### src/rtl/dma_chan_arbiter.sv
module dma_chan_arbiter #(
  parameter  int NCH = 8,
  parameter  int RW  = 4,
  localparam int IDW = $clog2(NCH),
  localparam int CW  = (1 << RW)
) (
  input  logic              clk,
  input  logic              rst_n,
  input  logic [NCH-1:0]    hw_req,
  input  logic [NCH-1:0]    sw_req,
  input  logic [NCH-1:0]    chan_en,
  input  logic [NCH-1:0]    hi_prio,
  input  logic [NCH*RW-1:0] r_val,
  input  logic [1:0]        bus_mode,
  input  logic              cpu_sleep,
  input  logic              xfer_ack,
  input  logic              xfer_last,
  output logic              grant_vld,
  output logic [IDW-1:0]    grant_id,
  output logic [NCH-1:0]    req_status,
  output logic [NCH-1:0]    done,
  output logic              dma_bus_pri
);

  logic [NCH-1:0] sw_pend, eff, boosted, pick_set, win_oh;
  logic [IDW-1:0] win_id;
  logic [CW-1:0]  cnt;
  logic [RW-1:0]  cur_r;
  logic           launch, burst_end, fin;

  assign eff        = (hw_req | sw_pend) & chan_en;
  assign boosted    = eff & hi_prio;
  assign pick_set   = (|boosted) ? boosted : eff;
  assign req_status = hw_req | sw_pend;

  always_comb begin
    win_id = '0;
    for (int i = NCH - 1; i >= 0; i--)
      if (pick_set[i]) win_id = IDW'(i);
  end

  assign launch    = !grant_vld && (|eff);
  assign win_oh    = NCH'(launch) << win_id;
  assign cur_r     = r_val[grant_id*RW +: RW];
  assign burst_end = (cnt == ((CW'(1) << cur_r) - CW'(1)));
  assign fin       = grant_vld && xfer_ack && (xfer_last || burst_end);

  always_ff @(posedge clk or negedge rst_n) begin
    if (!rst_n) begin
      sw_pend   <= '0;
      done      <= '0;
      grant_vld <= 1'b0;
      grant_id  <= '0;
      cnt       <= '0;
    end else begin
      sw_pend <= (sw_pend & ~win_oh) | sw_req;
      done    <= (grant_vld && xfer_ack && xfer_last) ? (NCH'(1) << grant_id) : '0;
      if (launch) begin
        grant_vld <= 1'b1;
        grant_id  <= win_id;
        cnt       <= '0;
      end else if (fin) begin
        grant_vld <= 1'b0;
      end else if (grant_vld && xfer_ack) begin
        cnt <= cnt + CW'(1);
      end
    end
  end

  always_comb begin
    case (bus_mode)
      2'd1:    dma_bus_pri = 1'b1;
      2'd2:    dma_bus_pri = cpu_sleep;
      default: dma_bus_pri = 1'b0;
    endcase
  end

endmodule

### config.mk
export PLATFORM = sky130hd
export DESIGN_NAME = dma_chan_arbiter
export DESIGN_NICKNAME = d
export VERILOG_FILES = /design/src/rtl/dma_chan_arbiter.sv
export SDC_FILE = /design/constraint.sdc
export NUM_CORES = 1
export LEC_CHECK = 0
export BUFFER_PORTS_ARGS = -buffer_cell sky130_fd_sc_hd__buf_4
export CAP_MARGIN = 20
export CORE_MARGIN = 1
export CORE_UTILIZATION = 35
export CTS_CLUSTER_DIAMETER = 150
export CTS_CLUSTER_SIZE = 30
export DETAILED_ROUTE_END_ITERATION = 12
export REMOVE_ABC_BUFFERS = 1
export SLEW_MARGIN = 15
export SYNTH_ARGS = -nofsm -noshare
export SYNTH_HDL_FRONTEND = slang
export SYNTH_SLANG_ARGS = --single-unit
export TNS_END_PERCENT = 20
### constraint.sdc
create_clock -name clk -period 3.83 [get_ports clk]
set_clock_uncertainty 0.1 [all_clocks]
set_input_delay 0.1915 -clock clk [delete_from_list [all_inputs] [get_ports clk]]
set_output_delay 0.1915 -clock clk [all_outputs]
set_load 0.02 [all_outputs]
==> key figures, run 1 <==
Logic synthesis
  – Syn Area/Cell: 8.34 um^2
  – Area share of and/or/nand/nor cells after synthesis: around a quarter
  – Synth Flop Type: dfrtp_1
  – Syn. warnings: 0
  – Largest family of logic cells by synthesized area: simple AND/OR/NAND/NOR gates
  – Top cells by area, synth: dfrtp_1, o21ai_0, a21oi_1
  – Post-synth ARST share: 100%
  – #FFs+latches synth: 36
  – Post-synthesis adder-cell area fraction: between 1.5 and 2%
  – Mapped Cells: 345
  – Synth cell types: 61
  – Multiplexer share of the synthesized area: just over 8%
  – Post-synth EDFFs: 0
  – Seq/Total Area, Yosys: a little under a third
  – Complex-gate fraction of the synthesized area: about 25%
  – Xor/xnor cell area share of the yosys netlist: 3.35%
  – Area leader, netlist: dfrtp_1
  – Post-synth top area share: 31.3%
  – Mapped Area: ~2900 um^2

Global route
  – GR Util All Layers: between 10% and 20%
  – Congestion Overflow GR: 0
  – Largest net degree at the start of global routing: 37
  – Initial antenna violation count: 0
  – First-pass GRT wire length: about 13000 um
  – Vias in the first global route: approximately 2900

Worst setup path
  – CP max stage delay: between 0.4 and 0.5 ns
  – Cell family with the largest share of critical-path delay: compound AO/OA/AOI/OAI gates
  – CP endpoint kind: register
  – CP max FO: 7
  – Critical-path top delay cell: dfrtp_2
  – CP bufs+invs: 2
  – Critical Path AT: ~3.9 ns
  – Critical Path Source Type: register
  – Setup CP Type: reg2reg
  – Worst path required time: approximately 4 ns
  – CP Cell Sequence: mux2_4, or3_4, o211a_4, nor2_4, nand3_2, ha_4, clkinvlp_4, o2111ai_1, o22ai_1, a21oi_2, xnor2_2, a2111oi_4, and3_4, clkbuf_16, o21ai_0, a21oi_1

Floorplanning
  – Die Width: slightly above 90 um
  – Core area: slightly below 8000 um^2
  – Die ar.: around 8600 um^2
  – Std cell rows: 32
  – IO Pins: 92
  – DIE HEIGHT: around 93 um
  – Initial Utilization: between 30% and 40%

Timing
  – Post-route minimum period: 3.78 ns
  – Tightest Pin Transition: approximately 0.95 ns
  – Unrepaired setup endpoints after global routing: true
  – Setup_tns: 0 ns
  – Final-report hold violation count: 0
  – Maximum clock rate: 0.265 GHz
  – Pins Over Slew Limit: 0
  – Setup slack after layout: 0.0527 ns
  – Setup violators final: 0
  – Slew headroom: a little over a third
  – Fin crit share: 98.6%

Detailed routing
  – Vias/cell: between 5 and 6
  – Routed vias: a little over 3000
  – Routed len/inst: about 16 um
  – Antenna viol nets, final: 0
  – Final WL: around 8600 um
  – DRC: 0
  – DR iter-0 viols: slightly below 200
  – Pre-antenna DRT Iters: 4

Place
  – Post-Place Setup Slack: -0.0385 ns
  – IO buf count: 91
  – Final GP Congestion: roughly 0.87
  – Dpl hpwl: around 6200 um
  – Placed Cells: 534

Finish
  – Synth-to-Final Area Change: 44.4%
  – NumNets Final: approximately 530
  – Fillers: between 700 and 800
  – Fin util: 53.0%
  – Most frequent cells in the layout: buf_4, dfrtp_1, nand2_1
  – Final std cells w/o fill: approximately 560
  – Layout cell share with drive strength beyond 1: a little under two fifths
  – Ant diodes: 0
  – Most common cell after layout, fill and taps aside: buf_4

Clock network
  – Clock Pin Slew Worst Setup and Hold Paths: approximately 0.08 ns
  – TritonCTS clock tree: yes
  – Clock buffer count from CTS: 5
  – Clock tree buffer depth: 2
  – Clock root buffer: clkbuf_8
  – Clk sinks: 36
  – Worst-skew pair later-pin latency: about 0.28 ns
  – H-tree levels: 2

Power
  – Tot Pwr: 0.00232 W
  – Leakage: 1.69 nW
  – Pwr dens: around 560 nW/um^2
  – Max VDD drop: between 200 and 300 uV

Outcome
  – Status: finished, final reports clean

Flow run
  – Max-cap violations: 0

Hold path
  – HP Class: in2reg
## synth_stat cells, types with 6 or more instances
library cell,number
nor2_1,26
nand3_1,15
nand2b_1,7
o21ai_0,29
or2_2,8
xnor2_1,8
o211ai_1,8
a21oi_1,27
or3_1,14
inv_1,8
clkbuf_1,10
mux2i_1,6
nand4_1,7
a31oi_1,8
dfrtp_1,36
nand2_1,26
nor3_1,8
o21a_1,8
## sequential cells by signal, summed over array words and instances (netlist names)
signal     flops
cnt           16
done           8
sw_pend        8
grant_id       3
grant_vld      1
## layout make-up
cell class / count / area (um^2) / share of cell area [%]
Multi-Input combinational cell: 279 / 1970 / 47.3
Timing Repair Buffer: 122 / 1000 / 24.1
Sequential cell: 36 / 903 / 21.7
Tap cell: 102 / 128 / 3.07
Clock buffer: 5 / 68.8 / 1.66
Clock inverter: 3 / 42.5 / 1.02
Inverter: 9 / 37.5 / 0.903
Timing Repair inverter: 1 / 7.51 / 0.181
## timing repair
action / CTS / global route
setup endpoints to repair: 14 / 17
endpoints found under the hold margin: 41 / 0
cloned: 0 / 5
gates resized for setup: 3 / 34
hold buffers: 6 / 0
pin swaps: 0 / 18
buffers inserted: 0 / 4
## layer usage
layer  share of wire (%)  global-route usage, %  wire, um
met1                  44                   25.1      3840
met4                0.89                   4.23        77
met2                  49                   33.2      4250
met3                 5.5                   3.20       475
met5                   0                      0         0
## worst paths after layout
| kind | start | end | slack, ns | cells after the start |
|---|---|---|---|---|
| setup / recovery | grant_id[1]$_DFFE_PN0P_ | cnt[5]$_DFFE_PN0P_ | 0.05 | 16 |
| hold / removal | sw_req[5] | sw_pend[5]$_DFF_PN0_ | 0.04 | 3 |
| setup reg to reg | grant_id[1]$_DFFE_PN0P_ | cnt[5]$_DFFE_PN0P_ | 0.05 | 16 |
| hold reg to reg | sw_pend[2]$_DFF_PN0_ | sw_pend[2]$_DFF_PN0_ | 0.40 | 1 |
| max in group asynchronous | rst_n | grant_id[1]$_DFFE_PN0P_ | 2.96 | 2 |
| min in group asynchronous | rst_n | sw_pend[0]$_DFF_PN0_ | 0.30 | 2 |
## power breakdown
| group | switching, W | total [W] | internal [W] |
|---|---|---|---|
| clock | 0.000149 | 0.000342 | 0.000193 |
| combinational | 0.000813 | 0.00149 | 0.000678 |
| sequential | 0.0000654 | 0.000490 | 0.000425 |
| total | 0.00103 | 0.00232 | 0.00130 |
## logic make-up (layout without fill, tap and decap cells)
kind of cell	Yosys count	after routing
and+or+nand+nor	138	138
AOI/OAI and AO/OA	111	111
DFF	36	36
buffers and inverters	30	140
muxes	15	15
xor gates and xnor gates	11	11
adders and majority gates	4	4
## worst register-to-register path: stages, from the launching register on
cell and delay [ns]:
dfrtp_2 0.45, mux2_4 0.31, or3_4 0.38, o211a_4 0.16
nor2_4 0.14, nand3_2 0.10, ha_4 0.20, clkinvlp_4 0.10
o2111ai_1 0.13, o22ai_1 0.20, a21oi_2 0.11, xnor2_2 0.18
a2111oi_4 0.35, and3_4 0.35, clkbuf_16 0.18, o21ai_0 0.08
a21oi_1 0.16
## stage by stage
step | hold WS, ns | area [um^2]
4_1_cts | 0.0425 | 3910
2_1_floorplan | -0.204 | 2760
3_5_place_dp | 0.0906 | 3730
6_report | 0.0447 | 4160
3_3_place_gp | 0.0896 | 3730
5_1_grt | 0.0829 | 4160
Note: power is estimated with default switching activity, not from simulation.
==> run 2, diff against run 1 <==
==> constraint.sdc (replaced) <==
create_clock -name clk -period 4.1 [get_ports clk]
set_clock_uncertainty 0.1 [all_clocks]
set_input_delay 0.205 -clock clk [delete_from_list [all_inputs] [get_ports clk]]
set_output_delay 0.205 -clock clk [all_outputs]
set_load 0.02 [all_outputs]
==> run 2 against run 1 <==
  * Worst hold slack better by 0.013 ns
  * Count of clock-buffer cells in the layout unchanged
  * Highest routed layer unchanged
  * Global-route usage up 0.26 points
  * Sequential share of layout area up 1.8 points
  * Critical path depth unchanged
  * Fmax about the same
  * Worst setup slack better by 0.27 ns
==> key figures, run 2 (synthesized netlist as in run 1, its figures left out) <==
Outcome
  – Status: finished, final reports clean

Finish
  – NumNets Final: 517 (-2.3%)
  – Top reg by flops: cnt
  – Largest registers: cnt x16, done x8, sw_pend x8
  – Most frequent cells in the layout: buf_4, dfrtp_1, o21ai_0
  – Most common cell after layout, fill and taps aside: buf_4
  – Largest register FFs: 16 (unchanged)
  – Ant diodes: 0 (unchanged)
  – Final std cells w/o fill: 545 (-2.2%)
  – Layout cell share with drive strength beyond 1: 31.6% (-6.4 points)
  – Synth-to-Final Area Change: 33.4%
  – Post-route cell area: 3840 um^2 (-7.6%)

Place
  – Dpl hpwl: 6230 um (about the same)
  – IO buf count: 91 (unchanged)
  – Final GP Congestion: 0.879 (+0.70%)
  – Placed Cells: 531 (-0.56%)
  – Dpl cell area: 3680 um^2 (-1.3%)

Power
  – Pwr dens: 498 nW/um^2 (-11%)
  – Leakage: 1.58 nW (-6.4%)
  – Sequential Power Share: 23.7% (+2.6 points)
  – Tot Pwr: 0.00191 W (-18%)
  – Comb power frac: 63.0% (-1.2 points)
  – Max VDD drop: 206 uV (-21%)
  – Cell Int Power: 0.00103 W (-20%)
  – Sw Share: 46.0% (+1.7 points)
  – Net Sw Power: 0.000880 W (-14%)
  – Clock power share: 13.2% (-1.5 points)

Floorplanning
  – Die ar.: 8590 um^2 (unchanged)
  – IO Pins: 92 (unchanged)
  – Std cell rows: 32 (unchanged)
  – Die Width: 92.7 um (unchanged)
  – Core area: 7850 um^2 (unchanged)
  – Initial Utilization: 36.7% (unchanged)
  – DIE HEIGHT: 92.7 um (unchanged)

Worst setup path
  – CP endpoint kind: register
  – Flop2flop setup slack: 0.32 ns (+0.27 ns)
  – Critical Path AT: 3.86 ns (about the same)
  – Setup CP Type: reg2reg
  – FF-to-FF path depth: 16 (unchanged)
  – R2r startpoint: grant_id[0]$_DFFE_PN0P_
  – Reg-to-reg endpoint: cnt[12]$_DFFE_PN0P_
  – Critical Path Source Type: register
  – Worst path required time: 4.19 ns (+0.27 ns)
  – CP max FO: 21 (+14)

Global route
  – Vias in the first global route: 2983 (+3.1%)
  – First-pass GRT wire length: 13700 um (+2.6%)
  – Initial antenna violation count: 0 (unchanged)
  – Largest net degree at the start of global routing: 37 (unchanged)
  – Congestion Overflow GR: 0 (unchanged)
  – GR Util All Layers: 19.5% (+0.26 points)

Timing
  – Unrepaired setup endpoints after global routing: false
  – Setup violators final: 0 (unchanged)
  – Final-report hold violation count: 0 (unchanged)
  – Post-route minimum period: 3.78 ns (-0.00218 ns)
  – Slew headroom: 43.0% (+6.5 points)
  – Fin crit share: 92.1% (-6.5 points)
  – Hold WS: 0.0579 ns (+0.0132 ns)
  – Tightest Pin Transition: 0.856 ns (-0.0974 ns)
  – Maximum clock rate: 0.265 GHz (about the same)
  – Pins Over Slew Limit: 0 (unchanged)

Detailed routing
  – Final WL: 8140 um (-5.9%)
  – Vias/cell: 5.58 (about the same)
  – Pre-antenna DRT Iters: 5 (+1)
  – DR top layer: met4
  – Metal-1 WL: 3600 um (-6.3%)
  – Antenna viol nets, final: 0 (unchanged)
  – Met3 WL: 593 um (+25%)
  – DRC: 0 (unchanged)
  – Routed len/inst: 14.9 um (-3.8%)
  – Met2 WL: 3850 um (-9.5%)
  – Routed vias: 3039 (-2.2%)
  – DR iter-0 viols: 108 (-45%)

Clock network
  – Worst-skew pair later-pin latency: 0.29 ns (about the same)
  – TritonCTS clock tree: yes
  – Clk sinks: 36 (unchanged)
  – Setup Fix Bufs, Post-CTS: 0 (unchanged)
  – Clock tree buffer depth: 2 (unchanged)
  – Clock root buffer: clkbuf_8
  – Clock buffer count from CTS: 5 (unchanged)
  – Clock Pin Slew Worst Setup and Hold Paths: 0.08 ns (about the same)
  – H-tree levels: 2 (unchanged)

Hold path
  – Worst Hold Endpoint: sw_pend[5]$_DFF_PN0_
  – HP Class: in2reg
  – Hold_sp: sw_req[5]
  – Hold-critical path depth: 3 (unchanged)

Flow run
  – Max-cap violations: 0 (unchanged)
-- run 2: layout make-up --
| type | count | area, um^2 |
|---|---|---|
| fillers | 802 | 4010 |
| clock buffers | 5 | 68.8 |
| flip-flops and latches | 36 | 902 |
| multi-input cells | 279 | 1830 |
| inverters | 9 | 37.5 |
| well taps | 102 | 128 |
| clock inverters | 3 | 18.8 |
| repair buffers | 111 | 852 |
-- run 2: stage by stage --
step                TNS, ns  utilization [%]  worst slack (ns)
finish                    0             48.9             0.325
global route              0             48.9            0.0120
CTS                       0             48.8             0.245
detailed placement        0             46.9             0.277
global placement          0             46.9             0.344
floorplan             -4.50                -            -0.433
-- run 2: worst max path at each step --
stage          slack (ns)                  end                    start
3_3_place_gp         0.34   cnt[8]$_DFFE_PN0P_  grant_id[0]$_DFFE_PN0P_
3_5_place_dp         0.28  cnt[12]$_DFFE_PN0P_  grant_id[0]$_DFFE_PN0P_
2_1_floorplan       -0.43   cnt[0]$_DFFE_PN0P_  grant_id[0]$_DFFE_PN0P_
4_1_cts              0.24  cnt[12]$_DFFE_PN0P_  grant_id[0]$_DFFE_PN0P_
5_1_grt              0.01   cnt[5]$_DFFE_PN0P_  grant_id[1]$_DFFE_PN0P_
6_report             0.32  cnt[12]$_DFFE_PN0P_  grant_id[0]$_DFFE_PN0P_
-- run 2: critical path, stage by stage (launching register included) --
cell        delay [ns]
dfrtp_1           0.38
buf_4             0.19
mux4_2            0.56
mux2i_4           0.18
inv_1             0.07
nand3_1           0.10
ha_1              0.21
clkinvlp_4        0.21
o2111ai_1         0.17
o22ai_1           0.14
a21oi_1           0.23
xnor2_1           0.17
a2111oi_2         0.06
and3_1            0.22
buf_6             0.16
or3_1             0.35
a21oi_1           0.18
-- run 2: metal layers --
metal  global-route usage, %  vias up
met5                       0        -
met4                    6.03        0
met3                    3.53       10
met2                    32.3      128
met1                    25.7     1416
li1                        -     1485
-- run 2: power groups by stage --
| stage | Sequential, W | Combinational [W] | Clock, W |
|---|---|---|---|
| global route | 0.000463 | 0.00132 | 0.000275 |
| floorplan | 0.000509 | 0.000743 | 0 |
| CTS | 0.000452 | 0.00119 | 0.000262 |
| detailed placement | 0.000459 | 0.00118 | 0 |
| finish | 0.000454 | 0.00121 | 0.000253 |
| global placement | 0.000457 | 0.00118 | 0 |
-- run 2: what timing repair did --
action | 4_1_cts | 5_1_grt
gates resized for setup | 0 | 3
hold buffers | 6 | 0
setup endpoints to repair | 0 | 11
hold endpoints to repair | 41 | 0
